[src/rtl/grp_mag_cmp_pkg.sv]
`timescale 1ns/1ps
package grp_mag_cmp_pkg;
  localparam int unsigned SLICE_W = 4;

  typedef struct packed {
    logic eq;
    logic lt;
    logic gt;
  } cmp_flags_t;

  localparam cmp_flags_t FLAGS_CLEAR = '{eq: 1'b0, lt: 1'b0, gt: 1'b0};
endpackage

[src/rtl/grp_mag_cmp_slice.sv]
`timescale 1ns/1ps
module grp_mag_cmp_slice
  import grp_mag_cmp_pkg::*;
#(
  parameter int unsigned W = SLICE_W
) (
  input  logic [W-1:0] a_i,
  input  logic [W-1:0] b_i,
  input  logic         eq_in,
  output logic         eq_out,
  output logic         win_out
);
  logic [W-1:0] diff;
  logic [W-1:0] same;
  logic [W:0]   pfx;
  logic [W-1:0] win_n;

  assign diff   = a_i ^ b_i;
  assign same   = ~(a_i ^ b_i);
  assign pfx[W] = eq_in;

  for (genvar i = W - 1; i >= 0; i--) begin : g_bit
    // equality of every bit above i, gated by the incoming chain
    assign pfx[i]   = pfx[i+1] & same[i];
    // inverted term: this bit is the first mismatch and a holds the 1
    assign win_n[i] = ~(diff[i] & pfx[i+1] & a_i[i]);
  end

  assign eq_out  = pfx[0];
  assign win_out = ~(&win_n);
endmodule

[src/rtl/grp_mag_cmp_resolve.sv]
`timescale 1ns/1ps
module grp_mag_cmp_resolve
  import grp_mag_cmp_pkg::*;
(
  input  logic       eq_i,
  input  logic       win_i,
  output cmp_flags_t flags_o
);
  logic lt_n;
  logic gt_n;

  assign lt_n = ~(eq_i | win_i);
  assign gt_n = ~(lt_n | eq_i);

  assign flags_o.eq = eq_i;
  assign flags_o.lt = lt_n;
  assign flags_o.gt = gt_n;
endmodule

[src/rtl/grp_mag_cmp_stage.sv]
`timescale 1ns/1ps
module grp_mag_cmp_stage
  import grp_mag_cmp_pkg::*;
#(
  parameter bit REG_OUT = 1'b1
) (
  input  logic       clk,
  input  logic       rst,
  input  cmp_flags_t d_i,
  output cmp_flags_t q_o
);
  if (REG_OUT) begin : g_reg
    cmp_flags_t q_r;
    always_ff @(posedge clk) begin
      if (rst) q_r <= FLAGS_CLEAR;
      else     q_r <= d_i;
    end
    assign q_o = q_r;
  end else begin : g_pass
    assign q_o = d_i;
  end
endmodule

[src/rtl/grp_mag_cmp.sv]
`timescale 1ns/1ps
module grp_mag_cmp
  import grp_mag_cmp_pkg::*;
#(
  parameter int unsigned N       = 64,
  parameter bit          REG_OUT = 1'b1
) (
  input  logic         clk,
  input  logic         rst,
  input  logic [N-1:0] a_i,
  input  logic [N-1:0] b_i,
  output logic         eq_o,
  output logic         lt_o,
  output logic         gt_o
);
  localparam int unsigned SLICES = N / SLICE_W;

  if (N < SLICE_W || (N % SLICE_W) != 0) begin : g_bad_width
    $error("grp_mag_cmp: N must be a nonzero multiple of 4");
  end

  logic [SLICES:0]   eq_chain;
  logic [SLICES-1:0] win_slice;
  logic              win_any;
  cmp_flags_t        flags_c;
  cmp_flags_t        flags_q;

  assign eq_chain[SLICES] = 1'b1;

  for (genvar s = SLICES - 1; s >= 0; s--) begin : g_slice
    grp_mag_cmp_slice #(.W(SLICE_W)) u_slice (
      .a_i    (a_i[s*SLICE_W +: SLICE_W]),
      .b_i    (b_i[s*SLICE_W +: SLICE_W]),
      .eq_in  (eq_chain[s+1]),
      .eq_out (eq_chain[s]),
      .win_out(win_slice[s])
    );
  end

  assign win_any = |win_slice;

  grp_mag_cmp_resolve u_resolve (
    .eq_i   (eq_chain[0]),
    .win_i  (win_any),
    .flags_o(flags_c)
  );

  grp_mag_cmp_stage #(.REG_OUT(REG_OUT)) u_stage (
    .clk(clk),
    .rst(rst),
    .d_i(flags_c),
    .q_o(flags_q)
  );

  assign eq_o = flags_q.eq;
  assign lt_o = flags_q.lt;
  assign gt_o = flags_q.gt;
endmodule

[config.mk]
export PLATFORM = sky130hd
export DESIGN_NAME = grp_mag_cmp
export DESIGN_NICKNAME = d
export VERILOG_FILES = /design/src/rtl/grp_mag_cmp_pkg.sv /design/src/rtl/grp_mag_cmp_slice.sv /design/src/rtl/grp_mag_cmp_resolve.sv /design/src/rtl/grp_mag_cmp_stage.sv /design/src/rtl/grp_mag_cmp.sv
export SDC_FILE = /design/constraint.sdc
export NUM_CORES = 1
export LEC_CHECK = 0
export ABC_AREA = 1
export BUFFER_PORTS_ARGS = -buffer_cell sky130_fd_sc_hd__buf_2
export CAP_MARGIN = 5
export CORE_ASPECT_RATIO = 0.75
export CORE_MARGIN = 8
export CORE_UTILIZATION = 44
export CTS_BUF_LIST = sky130_fd_sc_hd__clkbuf_8
export DETAILED_ROUTE_END_ITERATION = 8
export PLACE_DENSITY = 0.9
export REMOVE_ABC_BUFFERS = 1
export SETUP_SLACK_MARGIN = 0.15
export SYNTH_ARGS = -nofsm -noshare
export SYNTH_HDL_FRONTEND = slang
export SYNTH_SLANG_ARGS = --single-unit
[constraint.sdc]
create_clock -name clk -period 2.8 [get_ports clk]
set_input_delay 0.56 -clock clk [delete_from_list [all_inputs] [get_ports clk]]
set_output_delay 0.56 -clock clk [all_outputs]
set_load 0.03 [all_outputs]
==> results of run 1 <==
[layer usage]
layer / vias up / GRT usage / wire (µm)
met3: 14 / 0.0239 / 459
met5: - / 0 / 0
met2: 112 / 0.362 / 3660
met1: 1298 / 0.196 / 2840
met4: 0 / 0.0741 / 167
li1: 1551 / - / -
[cell type report]
class,instances,area share
Multi-Input combinational cell,299,0.545
Timing Repair Buffer,144,0.257
Inverter,108,0.137
Tap cell,57,0.0240
Sequential cell,3,0.0202
Clock buffer,3,0.0139
Clock inverter,1,0.00126
Antenna cell,1,0.000843
[synth_stat cells, drive strengths merged]
master	n
o21ai	17
inv	106
or2	11
nand3	18
a21boi	1
dfxtp	3
nand3b	2
nor2	58
a21oi	6
nor3	8
a22oi	1
xnor2	28
o22ai	3
xor2	6
nand2	106
ha	1
nand4	26
clkinv	2
a31o	1
maj3	6
[what timing repair did]
item,in CTS,in global routing
setup buffers,5,5
setup endpoints to repair,2,3
resized for setup,6,5
hold endpoints to repair,0,0
pin swaps,13,16
[logic make-up (layout without fill, tap and decap cells)]
kind of cell / after synthesis / after routing
flip-flops: 3 / 3
adder cells (fa/ha/maj): 7 / 7
other: 0 / 1
AND/OR/NAND/NOR: 229 / 229
buffers and inverters: 108 / 256
XOR/XNOR: 34 / 34
AO/OA/AOI/OAI: 29 / 29
[path summary, 6_finish.rpt]
kind / start / depth (start not counted) / endpoint
setup / recovery: b_i[63] / 22 / u_stage.q_o[0]
hold / removal: rst / 2 / u_stage.q_o[2]
[per-stage QoR]
step | TNS [ps] | utilization | setup WS [ps]
6_report | 0 | 0.665 | 126
2_1_floorplan | 0 | - | 230
3_5_place_dp | -215 | 0.625 | -111
5_1_grt | -183 | 0.665 | -80.8
3_3_place_gp | 0 | 0.625 | 10.5
4_1_cts | 0 | 0.651 | 124
[power by group]
group          internal [mW]  leakage [nW]  total (mW)  switching [mW]
clock network         0.0933        0.0269       0.122          0.0283
logic                  0.181          1.77       0.385           0.204
registers             0.0458        0.0247      0.0462        0.000466
total                  0.320          1.82       0.552           0.233
==> metrics.md, run 1 <==
| Metric | Value |
|---|---|
| CP Capture Type | flip-flop |
| FP Rows | 21 |
| Die ar. | 0.00711 mm² |
| CTS Buf Count | 3 |
| Critical-path top delay cell | ha_4 |
| Worst Setup Start Kind | input pin |
| Post-Synthesis Cells | 410 |
| Leading cell type in the layout, fill and taps excluded | buf_2 |
| Largest family of logic cells by synthesized area | simple AND/OR/NAND/NOR gates |
| Biggest cell delay along the critical path | 260 ps |
| Clock transition at the registers of the reported paths | 30 ps |
| Layout cells sized above 1 | 0.328 |
| Post-Route WL | 7120 µm |
| Setup-failing EPs final | 0 |
| DRC | 0 |
| Critical Path AT | 2830 ps |
| Final Power | 0.552 mW |
| Final instance area | 0.00297 mm² |
| Status | finished, final reports clean |
| Buf/Inv on CP | 5 |
| Worst-case clock buffer depth | 2 |
| Crit-path cells | buf_6, inv_4, ha_4, nand3_4, nor2_4, nand2_2, nor2_4, nand4_2, nor2_2, nand4_1, nor2_1, nand4_1, nor2_2, buf_4, buf_4, buf_4, nand4_1, nand4_1, nor2_1, nand4_1, nor2_1, nor2_2 |
| Worst Hold Class | in -> reg |
| Sequential Area | 60.1 µm² |
| Die X-Extent | 94.7 µm |
| Yosys reg bits | 3 |
| Die Ht | 75.0 µm |
| Post-route clock period utilization | 0.955 |
| RSZ-0062 raised after global routing | true |
| First-pass GRT wire length | 11100 µm |
| Critical path class | in -> reg |
| CTS Hold Bufs | 0 |
| Mean Syn Cell Area | 4.99 µm² |
| Synthesized area | 0.00204 mm² |
| DRT iter0 DRCs | 114 |
| Largest net degree at the start of global routing | 5 |
| Synth Area in XOR/XNOR | 0.146 |
| Post-route ant nets | 0 |
| Yosys top cell by area | inv_1 |
| CP Max Fanout | 3 |
| Total number of vias | 2975 |
| CTS root buf | clkbuf_8 |
| Port bufs | 132 |
| Area after DPL | 0.00279 mm² |
| DPL Wire Length | 6110 µm |
| Max reg flops | 3 |
| GR Overflow Total | 0 |
| Adder-cell share of the synthesized area | 0.0355 |
| Worst Path Required | 2960 ps |
| Area of the multi-input gates | 0.00162 mm² |
| Delay-heaviest family, CP | simple AND/OR/NAND/NOR gates |
| Vias in the first global route | 2859 |
| Ys Warns | 0 |
| Final GP Congestion | 0.850 |
| Final hold vios | 0 |
| Compound-Gate Fraction of Synth Area | 0.0771 |
| Core Area | 0.00447 mm² |
| Max-slew violation count | 0 |
| Most frequent CP cell | nand4_1 |
| Worst Tran Pin Value | 431 ps |
| Fin Hold WS | 540 ps |
| Simple-gate share of the synthesized area | 0.514 |
| Fill cells | 401 |
| Area grow syn2layout | 45.2% |
| Drt first pass iters | 4 |
| TritonCTS clock tree | yes |
| Sequential fraction of the synthesis area | 0.0294 |
| Number of I/O pins | 133 |
| Multiplexer share of the synthesized area | 0 |
| Relative slew margins | 0.710 |
| CTS Sinks | 3 |
| Netlist cell types | 26 |
| Yosys top cell area share | 0.193 |
| Most frequent cells in the layout | buf_2, inv_1, nand2_1 |
| MaxCap Viol Count | 0 |
| Total Routing Usage GR | 0.185 |
| Placed cells | 601 |
| Lkg Pwr | 1.82 nW |
| Peak supply drop | 0.000109 V |
| Finished Layout Cells | 616 |
| H-tree Lvls | 1 |
| Largest cells by area after synthesis | inv_1, nand2_1, xnor2_1, nor2_1, nand4_1 |
| Fmax | 374 MHz |
| Period minus WS final | 2670 ps |
| Initial Util | 0.458 |
| Vias per cell | 4.83 |
| WL per Instance | 11.6 µm |
| Total Nets Final | 690 |
| Initial antenna violation count | 1 |
| PwrDens | 186 mW/mm² |
(Power assumes the default switching activity.)
==> run 2, diff against run 1 <==
ABC_AREA = not set   (was 1)
CORE_UTILIZATION = 42   (was 44)
==> metrics.md, run 2 <==
| Metric | Value |
|---|---|
| Total Routing Usage GR | 0.159 |
| Most frequent CP cell | nand2_1 |
| Netlist cell types | 51 |
| Initial Util | 0.439 |
| Total number of vias | 2238 |
| Synth Area in XOR/XNOR | 0.266 |
| Crit-path cells | buf_2, inv_1, ha_1, nand3_1, nor4_2, nand2_1, nor4_4, nand2_1, o211a_1, o211ai_2, nor3b_1 |
| Port bufs | 132 |
| Fmax | 411 MHz |
| CTS Sinks | 3 |
| Clock group share of total power | 0.238 |
| Fin Hold WS | 547 ps |
| Post-Route WL | 5700 µm |
| Setup ws final | 364 ps |
| Finished Layout Cells | 444 |
| Main flop type after synthesis | dfxtp_1 |
| Post-route clock period utilization | 0.870 |
| Post-synth EDFFs | 0 |
| Buf/Inv on CP | 2 |
| Die X-Extent | 91.2 µm |
| Max-slew violation count | 0 |
| Adder-cell share of the synthesized area | 0.117 |
| Max reg flops | 3 |
| First-pass GRT wire length | 9190 µm |
| Vias in the first global route | 2308 |
| Net Sw Frac | 0.382 |
| WL per Instance | 12.8 µm |
| Worst Hold Class | in -> reg |
| Simple-gate share of the synthesized area | 0.307 |
| Biggest cell delay along the critical path | 360 ps |
| CTS Buf Count | 3 |
| CTS root buf | clkbuf_8 |
| DRC | 0 |
| TritonCTS clock tree | yes |
| Die ar. | 0.00660 mm² |
| Mean Syn Cell Area | 7.03 µm² |
| CP Capture Type | flip-flop |
| Die Ht | 72.4 µm |
| Largest net degree at the start of global routing | 6 |
| Sw Pwr | 0.196 mW |
| Final GP Congestion | 0.794 |
| Peak supply drop | 0.000110 V |
| Layout cells sized above 1 | 0.383 |
| Comb pwr share | 0.672 |
| Worst-case clock buffer depth | 2 |
| DRT iter0 DRCs | 58 |
| Number of I/O pins | 133 |
| GR Overflow Total | 0 |
| ANT cells | 0 |
| RSZ-0062 raised after global routing | false |
| Worst Setup Start Kind | input pin |
| Post-Synthesis Cells | 253 |
| Internal power consumption | 0.317 mW |
| Setup-failing EPs final | 0 |
| Compound-Gate Fraction of Synth Area | 0.198 |
| Worst Tran Pin Value | 516 ps |
| Post-CTS Setup Bufs | 0 |
| Lkg Pwr | 1.29 nW |
| CP Max Fanout | 3 |
| Clock transition at the registers of the reported paths | 30 ps |
| Delay-heaviest family, CP | simple AND/OR/NAND/NOR gates |
| Yosys reg bits | 3 |
| Post-route ant nets | 0 |
| Area grow syn2layout | 44.0% |
| Sequential fraction of the synthesis area | 0.0338 |
| Core Area | 0.00405 mm² |
| Drt first pass iters | 6 |
| Period minus WS final | 2440 ps |
| Final hold vios | 0 |
| Critical-path top delay cell | nor4_4 |
| Largest cells by area after synthesis | xor2_1, xnor2_1, maj3_1, inv_1, nor2b_1 |
| CTS Hold Bufs | 0 |
| Largest family of logic cells by synthesized area | simple AND/OR/NAND/NOR gates |
| Post-Route Utilization | 0.632 |
| Synthesized area | 0.00178 mm² |
| H-tree Lvls | 1 |
| PwrDens | 200 mW/mm² |
| FP Rows | 20 |
| Ys Warns | 0 |
| Relative slew margins | 0.653 |
| Total Nets Final | 521 |
| Sequential power share | 0.090 |
| Most frequent cell after synthesis | inv_1 |
| Setup WS pre-CTS | 72.4 ps |
| Initial antenna violation count | 0 |
| Vias per cell | 5.04 |
| Status | finished, final reports clean |
| Multiplexer share of the synthesized area | 0 |
| Critical path class | in -> reg |
| Worst Path Required | 2930 ps |
| Leading cell type in the layout, fill and taps excluded | buf_2 |
| Placed cells | 440 |
| Top post-synthesis cells by count | inv_1, xor2_1, nor2b_1 |
| MaxCap Viol Count | 0 |
| Setup TNS | 0 ps |
| Yosys top cell area share | 0.172 |
| Post-synth ARST share | 0 |
| Critical Path AT | 2570 ps |
| DPL Wire Length | 5370 µm |
| Most frequent cells in the layout | buf_2, inv_1, xor2_1 |
| PostCTS Resize Cnt | 0 |
| Yosys top cell by area | xor2_1 |
==> run 2: metal layers <==
metal  share of wire  global-route usage  vias to the layer above  wire length, µm
met4           0.013              0.0434                        0               76
met2            0.51               0.304                       75             2880
met3           0.074              0.0454                        8              424
li1                -                   -                     1159                -
met5               0                   0                        -                0
met1            0.41               0.166                      996             2320
==> run 2: power groups by stage <==
stage	registers, mW	logic (mW)	clock network [mW]
2_1_floorplan	0.0524	0.181	0
3_3_place_gp	0.0467	0.333	0
3_5_place_dp	0.0468	0.345	0
4_1_cts	0.0462	0.347	0.123
5_1_grt	0.0463	0.381	0.126
6_report	0.0462	0.345	0.122
==> run 2: cell type report <==
class | count | area [µm²]
multi-input combinational | 213 | 1590
fill | 392 | 1490
timing repair buffer | 132 | 661
inverter | 37 | 139
tap | 55 | 68.8
sequential | 3 | 60.1
clock buffer | 3 | 41.3
clock inverter | 1 | 3.75
==> run 2: per-stage QoR <==
stage               area [µm²]  power [mW]
floorplan                 1780       0.233
global placement          2510       0.380
detailed placement        2510       0.392
CTS                       2550       0.516
global route              2560       0.553
finish                    2560       0.513
==> run 2: final timing paths <==
check / startpoint / endpoint / slack, ps / cells after the start
worst max-delay path: b_i[63] / u_stage.q_o[0] / 360 / 11
worst min-delay path: rst / u_stage.q_o[1] / 550 / 2
==> run 2: logic make-up (layout without fill, tap and decap cells) <==
| family | after synthesis | after routing |
|---|---|---|
| xor gates and xnor gates | 54 | 54 |
| adders and majority gates | 20 | 20 |
| buffers and inverters | 37 | 173 |
| AOI/OAI and AO/OA | 48 | 48 |
| and+or+nand+nor | 91 | 91 |
| DFF | 3 | 3 |
==> run 3, diff against run 2 <==
==> constraint.sdc (replaced) <==
create_clock -name clk -period 2.8 [get_ports clk]
set_input_delay 0.42 -clock clk [delete_from_list [all_inputs] [get_ports clk]]
set_output_delay 0.42 -clock clk [all_outputs]
set_load 0.03 [all_outputs]
==> metrics.md, run 3 (same netlist as run 2, synthesis figures left out) <==
| Metric | Value |
|---|---|
| Max reg flops | 3 |
| Port bufs | 132 |
| Most frequent cells in the layout | buf_2, inv_1, xor2_1 |
| First-pass GRT wire length | 9240 µm |
| FP Rows | 20 |
| CP Capture Type | flip-flop |
| CTS Sinks | 3 |
| Die Ht | 72.4 µm |
| PostCTS Resize Cnt | 0 |
| Die ar. | 0.00660 mm² |
| Area grow syn2layout | 43.5% |
| Post-Route WL | 5730 µm |
| DRT iter0 DRCs | 38 |
| Final GP Congestion | 0.807 |
| Setup ws final | 384 ps |
| Initial Util | 0.439 |
| MaxCap Viol Count | 0 |
| Leading cell type in the layout, fill and taps excluded | buf_2 |
| Worst Tran Pin Value | 505 ps |
| Largest net degree at the start of global routing | 6 |
| Peak supply drop | 0.000142 V |
| Critical Path AT | 2550 ps |
| Period minus WS final | 2420 ps |
| Layout cells sized above 1 | 0.383 |
| Critical path class | in -> reg |
| TritonCTS clock tree | yes |
| Total Routing Usage GR | 0.161 |
| Die X-Extent | 91.2 µm |
| Total number of vias | 2236 |
| Vias per cell | 5.04 |
| RSZ-0062 raised after global routing | false |
| CTS Buf Count | 3 |
| Core Area | 0.00405 mm² |
| Post-route ant nets | 0 |
| Total Nets Final | 521 |
| DPL Wire Length | 5450 µm |
| Drt first pass iters | 4 |
| Relative slew margins | 0.660 |
| Clock transition at the registers of the reported paths | 30 ps |
| WL per Instance | 12.9 µm |
| Vias in the first global route | 2279 |
| Initial antenna violation count | 0 |
| Post-Route Utilization | 0.630 |
| Max-slew violation count | 0 |
| Worst Hold Class | in -> reg |
| PwrDens | 200 mW/mm² |
| Final hold vios | 0 |
| Fmax | 414 MHz |
| Lkg Pwr | 1.27 nW |
| GR Overflow Total | 0 |
| Worst Path Required | 2930 ps |
| Setup WS pre-CTS | 205 ps |
| Status | finished, final reports clean |
| Setup TNS | 0 ps |
| Worst-case clock buffer depth | 2 |
| Setup-failing EPs final | 0 |
| ANT cells | 0 |
| Worst Setup Start Kind | input pin |
| CP Max Fanout | 3 |
| Number of I/O pins | 133 |
| H-tree Lvls | 1 |
| Post-route clock period utilization | 0.863 |
| CTS root buf | clkbuf_8 |
| Post-CTS Setup Bufs | 0 |
| DRC | 0 |
| CTS Hold Bufs | 0 |
run 3: cell types whose count changed in the layout (fill, tap and decap cells not counted):
cell	before	now
nor4_4	1	0
nor4_2	1	2
run 3: per-stage QoR:
step	total power, mW	cell area (µm²)	cells	hold WS, ps
CTS	0.514	2550	444	406
global placement	0.380	2510	440	621
global route	0.556	2550	444	412
finish	0.510	2550	444	408
floorplan	0.233	1780	253	490
detailed placement	0.392	2510	440	626
run 3: final timing paths:
path / from / to / slack (ps) / depth (start not counted)
setup / recovery: b_i[63] / u_stage.q_o[0] / 380 / 11
hold / removal: rst / u_stage.q_o[1] / 410 / 2
run 3: area by class of cell:
class                   instances  area [µm²]
repair buffers                132         661
clock inverters                 1        3.75
clock buffers                   3        41.3
flip-flops and latches          3        60.1
fillers                       399        1500
well taps                      55        68.8
multi-input cells             213        1580
inverters                      37         139
run 3: power by group:
part	switching (mW)	internal, mW
Sequential	0.000643	0.0457
Clock	0.0264	0.0932
Combinational	0.166	0.178
Total	0.193	0.317
run 3: critical path, stage by stage:
cell	delay, ps
buf_2	80
inv_1	30
ha_1	280
nand3_1	100
nor4_2	340
nand2_1	160
nor4_2	430
nand2_1	160
o211a_1	270
o211ai_2	80
nor3b_1	190
run 3: per-layer routing:
layer / vias to the layer above / routed length [µm] / global-route usage
met4: 0 / 73 / 0.0380
li1: 1159 / - / -
met1: 996 / 2360 / 0.170
met5: - / 0 / 0
met2: 75 / 2920 / 0.313
met3: 6 / 368 / 0.0402
